===== src/rtl/sdram_cmd_pkg.sv =====
package sdram_cmd_pkg;
    typedef enum logic [2:0] {
        CMD_NOP  = 3'd0,
        CMD_ACT  = 3'd1,
        CMD_PRE  = 3'd2,
        CMD_PREA = 3'd3,
        CMD_RD   = 3'd4,
        CMD_WR   = 3'd5,
        CMD_MRS  = 3'd6
    } cmd_e;
endpackage


===== src/rtl/sdram_cmd_decode.sv =====
module sdram_cmd_decode
    import sdram_cmd_pkg::*;
#(
    parameter int ADDR_W = 12,
    parameter int COL_W  = 9,
    parameter int AP_BIT = 8
) (
    input  logic              cs_n,
    input  logic              ras_n,
    input  logic              cas_n,
    input  logic              we_n,
    input  logic [ADDR_W-1:0] addr,
    output cmd_e              cmd,
    output logic [COL_W-1:0]  col,
    output logic              ap_flag
);
    // column field skips the flag bit
    assign col     = {addr[COL_W:AP_BIT+1], addr[AP_BIT-1:0]};
    assign ap_flag = addr[AP_BIT];

    always_comb begin
        cmd = CMD_NOP;
        if (!cs_n) begin
            case ({ras_n, cas_n, we_n})
                3'b011:  cmd = CMD_ACT;
                3'b010:  cmd = ap_flag ? CMD_PREA : CMD_PRE;
                3'b101:  cmd = CMD_RD;
                3'b100:  cmd = CMD_WR;
                3'b000:  cmd = CMD_MRS;
                default: cmd = CMD_NOP;
            endcase
        end
    end
endmodule


===== src/rtl/sdram_bank_slot.sv =====
module sdram_bank_slot
    import sdram_cmd_pkg::*;
#(
    parameter int ROW_W = 12
) (
    input  logic             clk,
    input  logic             rst_n,
    input  logic             en,
    input  logic             hit,
    input  cmd_e             cmd,
    input  logic             ap,
    input  logic [ROW_W-1:0] row_in,
    input  logic             close_hit,
    output logic             open_o,
    output logic [ROW_W-1:0] row_o
);
    typedef struct packed {
        logic             open;
        logic             pend;
        logic [ROW_W-1:0] row;
    } slot_t;

    slot_t st_d, st_q;

    always_comb begin
        st_d = st_q;
        if (en) begin
            if ((cmd == CMD_PRE && hit) || cmd == CMD_PREA) begin
                st_d.open = 1'b0;
                st_d.pend = 1'b0;
            end else if (cmd == CMD_ACT && hit) begin
                st_d.open = 1'b1;
                st_d.pend = 1'b0;
                st_d.row  = row_in;
            end else if (close_hit && st_q.pend) begin
                st_d.open = 1'b0;
                st_d.pend = 1'b0;
            end else if ((cmd == CMD_RD || cmd == CMD_WR) && hit && ap) begin
                st_d.pend = 1'b1;
            end
        end
    end

    always_ff @(posedge clk or negedge rst_n) begin
        if (!rst_n) st_q <= '0;
        else        st_q <= st_d;
    end

    assign open_o = st_q.open;
    assign row_o  = st_q.row;
endmodule


===== src/rtl/sdram_cmd_tracker.sv =====
module sdram_cmd_tracker
    import sdram_cmd_pkg::*;
#(
    parameter int ROW_W  = 12,
    parameter int COL_W  = 9,
    parameter int AP_BIT = 8,
    parameter int BANK_W = 2,
    localparam int NUM_BANKS = 1 << BANK_W
) (
    input  logic                       clk,
    input  logic                       rst_n,
    input  logic                       cke,
    input  logic                       cs_n,
    input  logic                       ras_n,
    input  logic                       cas_n,
    input  logic                       we_n,
    input  logic [BANK_W-1:0]          ba,
    input  logic [ROW_W-1:0]           addr,
    input  logic                       burst_done,
    input  logic [BANK_W-1:0]          burst_bank,
    output logic [2:0]                 cmd_o,
    output logic [BANK_W-1:0]          bank_o,
    output logic [ROW_W-1:0]           row_o,
    output logic [COL_W-1:0]           col_o,
    output logic                       auto_pre_o,
    output logic                       ext_mode_o,
    output logic                       illegal_o,
    output logic [NUM_BANKS-1:0]       bank_open_o,
    output logic [NUM_BANKS*ROW_W-1:0] open_row_o
);
    typedef struct packed {
        cmd_e              cmd;
        logic [BANK_W-1:0] bank;
        logic [ROW_W-1:0]  row;
        logic [COL_W-1:0]  col;
        logic              ap;
        logic              ext;
        logic              ill;
    } out_t;

    out_t out_d, out_q;
    logic cke_q;
    cmd_e raw_cmd, eff_cmd;
    logic [COL_W-1:0] dec_col;
    logic dec_ap, illegal, bank_is_open;
    logic [NUM_BANKS-1:0] open_vec;

    sdram_cmd_decode #(.ADDR_W(ROW_W), .COL_W(COL_W), .AP_BIT(AP_BIT)) u_dec (
        .cs_n(cs_n), .ras_n(ras_n), .cas_n(cas_n), .we_n(we_n),
        .addr(addr), .cmd(raw_cmd), .col(dec_col), .ap_flag(dec_ap)
    );

    assign bank_is_open = open_vec[ba];
    assign illegal = (raw_cmd == CMD_ACT && bank_is_open) ||
                     ((raw_cmd == CMD_RD || raw_cmd == CMD_WR) && !bank_is_open);
    assign eff_cmd = illegal ? CMD_NOP : raw_cmd;

    for (genvar b = 0; b < NUM_BANKS; b++) begin : g_bank
        sdram_bank_slot #(.ROW_W(ROW_W)) u_slot (
            .clk(clk), .rst_n(rst_n), .en(cke_q),
            .hit(ba == BANK_W'(b)), .cmd(eff_cmd), .ap(dec_ap), .row_in(addr),
            .close_hit(burst_done && burst_bank == BANK_W'(b)),
            .open_o(open_vec[b]), .row_o(open_row_o[b*ROW_W +: ROW_W])
        );
    end

    always_comb begin
        out_d = out_q;
        if (cke_q) begin
            out_d.cmd  = eff_cmd;
            out_d.bank = ba;
            out_d.row  = addr;
            out_d.col  = dec_col;
            out_d.ap   = (eff_cmd == CMD_RD || eff_cmd == CMD_WR) && dec_ap;
            out_d.ext  = (eff_cmd == CMD_MRS) && (ba == BANK_W'(1));
            out_d.ill  = illegal;
        end
    end

    always_ff @(posedge clk or negedge rst_n) begin
        if (!rst_n) begin
            out_q <= '0;
            cke_q <= 1'b1;
        end else begin
            out_q <= out_d;
            cke_q <= cke;
        end
    end

    assign cmd_o       = out_q.cmd;
    assign bank_o      = out_q.bank;
    assign row_o       = out_q.row;
    assign col_o       = out_q.col;
    assign auto_pre_o  = out_q.ap;
    assign ext_mode_o  = out_q.ext;
    assign illegal_o   = out_q.ill;
    assign bank_open_o = open_vec;
endmodule


===== config.mk =====
export PLATFORM = sky130hd
export DESIGN_NAME = sdram_cmd_tracker
export DESIGN_NICKNAME = d
export VERILOG_FILES = /design/src/rtl/sdram_cmd_pkg.sv /design/src/rtl/sdram_cmd_decode.sv /design/src/rtl/sdram_bank_slot.sv /design/src/rtl/sdram_cmd_tracker.sv
export SDC_FILE = /design/constraint.sdc
export NUM_CORES = 1
export LEC_CHECK = 0
export BUFFER_PORTS_ARGS = -buffer_cell sky130_fd_sc_hd__buf_2
export CAP_MARGIN = 40
export CORE_ASPECT_RATIO = 2
export CORE_MARGIN = 1.5
export CORE_UTILIZATION = 41
export DETAILED_ROUTE_END_ITERATION = 8
export PLACE_DENSITY = 0.62
export SETUP_SLACK_MARGIN = 0.02
export SLEW_MARGIN = 0
export SYNTH_ARGS = -nofsm -noshare
export SYNTH_HDL_FRONTEND = slang
export SYNTH_SLANG_ARGS = --single-unit

===== constraint.sdc =====
create_clock -name clk -period 2.5 [get_ports clk]
set_input_delay 0.5 -clock clk [delete_from_list [all_inputs] [get_ports clk]]
set_output_delay 0.5 -clock clk [all_outputs]
set_load 0.02 [all_outputs]

==> results_dict.tcl <==
set metrics [dict create \
    path_cells "mux4_2, nand4b_4, nor3_4, buf_12, mux2_1" \
    crit_path_end_kind "flop" \
    peakVddDrop_mv 0.668 \
    die_h_um 136 \
    min_period_over_period_pct 82.9 \
    grt_max_degree 41 \
    synthToLayoutAreaGrowth_pct 15.8 \
    grt_pass1_vias 2372 \
    crit_slowest_cell "mux4_2" \
    outcome "finished clean" \
    grt_usage_pct 17.2 \
    io_pins 105 \
    synth_area_leaders "dfrtp_1, mux2_2, buf_4" \
    fin_tns_setup_ps 0 \
    initial_utilization_pct 42.2 \
    setup_viol 0 \
    syn_area_um2 3630 \
    final_hold_viol_count 0 \
    cp.arrival_ps 2280 \
    crit_type "flop to flop" \
    hold_class "input port to async pin" \
    drt_iter0_markers 104 \
    synth_nets 312 \
    die_w_um 69.5 \
    clock_path_buffers 2 \
    ff2ff_setup_slack_ps 430 \
    cts_resized 0 \
    final_nets 366 \
    clkTransAtPathRegs_ps 60 \
    yosysWarnings 0 \
    critPathRequiredTime_ps 2710 \
    via_count 2294 \
    cts_hold_buf 0 \
    cts_tree "done" \
    drc 0 \
    place.gp.congestion 0.866 \
    placed_cell_area_um2 3880 \
    ys_ff_latch 77 \
    htree_levels 3 \
    worst-path-stages 5 \
    rsz0062_at_grt "false" \
    routed_wl_um 7910 \
    ant_nets 0 \
    leakage_nw 2.17 \
    p_per_area_nw_per_um2 848 \
    crit_path_end "g_bank[0].u_slot.row_o[5]$_DFFE_PN0P_" \
    antenna_found_initial 0 \
    worstSetupStartpointType "flop" \
    yosys.area.top_type_share_pct 52.4 \
    ys_seq_area_share_pct 53.2 \
    cts.sinks 77 \
    r2r-start "g_bank[0].u_slot.open_o$_DFFE_PN0P_" \
    tightest_slew_ps 504 \
    routed_via_density 5.13 \
    clk-insertion-delay-late_ps 330 \
    gr-total-overflow 0 \
    core_area_um2 8590 \
    worst_path_largest_cell_delay_ps 510 \
    ys.flop_type "dfrtp_1" \
    drv_cap 0 \
    synth_largest_area_cell "dfrtp_1" \
    max-slew-margin-rel_pct 66.4 \
    syn_area_per_cell_um2 12.6 \
    critPathLaunch "g_bank[0].u_slot.open_o$_DFFE_PN0P_" \
    synth_cell_types 38 \
    worstPathMaxFanout 14 \
    grt_pass1_wl_um 12400 \
    synth_edf_count 0 \
    fin_area_um2 4200 \
    fill_cells 791 \
    worstReg2RegEnd "g_bank[0].u_slot.row_o[5]$_DFFE_PN0P_" \
    synth_cells 288 \
    clock-root-buffer "clkbuf_16" \
    hpwl_um 5770 \
    num_antenna_cells 0 \
    layout_min_cycle_time_ps 2070 \
    dr.pass1.iters 4 \
    numCtsBuffers 9 \
    postCtsSetupBuffers 0 \
    placementRows 48 \
    drv_slew 0 \
    post-route-util_pct 48.9 \
    r2r_cells 5 \
    wl_per_cell_um 17.7 \
    worst-path-buf-inv 1 \
    die_area_um2 9450 \
    crit_family "multiplexers" \
    timing.fmax_mhz 483 \
    drive_gt1_share_pct 55.3 \
    io_buffers 104 \
    finalClockSkew_ps 5.96 \
    async_reset_ff_share_pct 100 \
]
## layout make-up
class                   instances  area, um2  share of cell area, %
inverters                      10       37.5                  0.894
flip-flops and latches         77       1930                   45.9
well taps                     100        125                   2.98
multi-input cells             129       1140                   27.2
clock buffers                   9        225                   5.36
clock inverters                 7       98.8                   2.35
repair buffers                115        643                   15.3
## cells in the final DEF (no fill, tap or decap), types with 3 or more instances in the layout
cell       instances
buf_2            103
dfrtp_1           76
mux2_2            53
nand2_1           10
inv_1             10
clkbuf_16          9
buf_4              9
mux2_1             8
nor3_1             5
nand2b_1           5
o21ai_0            4
nor2_1             4
o221ai_1           4
nor3b_1            3
a21oi_1            3
nand3_1            3
o22ai_1            3
buf_12             3
## worst min path at each step
stage,cells past startpoint,slack (ps),end
floorplan,0,200,auto_pre_o$_DFFE_PN0P_
global placement,1,460,g_bank[0].u_slot.row_o[9]$_DFFE_PN0P_
detailed placement,1,470,g_bank[0].u_slot.row_o[8]$_DFFE_PN0P_
CTS,1,150,g_bank[0].u_slot.row_o[8]$_DFFE_PN0P_
global route,1,180,cmd_o[1]$_DFFE_PN0P_
finish,1,140,g_bank[0].u_slot.row_o[8]$_DFFE_PN0P_
## cell usage after synthesis (2+ instances only)
cell	number
o31ai_1	2
nor3b_1	3
buf_4	63
nand2_1	10
nor2_1	4
a31oi_1	2
o22ai_1	3
nor2_2	2
nor3_1	5
dfrtp_1	76
o21ai_0	4
a21oi_1	3
o221ai_1	4
buf_2	3
inv_1	10
clkbuf_1	5
mux2_2	53
nand2b_1	5
nand3_1	3
mux2_1	8
nor2b_1	2
nand4_1	2
## registers in the layout, summed over array words and instances, names as in the netlist
register	flops
g_bank.u_slot.row_o	48
bank_o	2
illegal_o	1
cke_q	1
cmd_o	3
g_bank.u_slot.st_q	4
g_bank.u_slot.open_o	4
ext_mode_o	1
row_o	12
auto_pre_o	1
## per-layer routing
layer  global-route usage [%]  vias up  part of all wire [%]
met2                     30.3       85                    56
li1                         -     1051                     -
met4                     11.3        0                   4.1
met5                        0        -                     0
met3                     3.26       19                   4.5
met1                     18.6     1139                    36
## worst reg2reg max path, cell delays in order, from the launching register on
cell and delay, ps:
dfrtp_1 450, mux4_2 510, nand4b_4 250, nor3_4 210, buf_12 190, mux2_1 340
## where the power goes
part,total (mW),internal (mW),switching [mW]
combinational,0.678,0.266,0.412
clock,1.38,0.878,0.504
sequential,1.50,1.40,0.0995
total,3.56,2.55,1.02
## cells by family after synthesis
group / synth area share, %
simple gates: 7.32
flops: 53.2
mux: 19.6
buf+inv: 15.3
compound gates: 4.62
## stage by stage
step	total power, mW	hold slack (ps)	cells	setup slack (ps)
6_report	3.56	144	447	428
4_1_cts	3.61	151	447	417
2_1_floorplan	2.09	204	288	131
3_3_place_gp	2.19	461	431	277
3_5_place_dp	2.21	469	431	257
5_1_grt	3.73	178	447	354
Note: power is estimated with default switching activity, not from simulation.
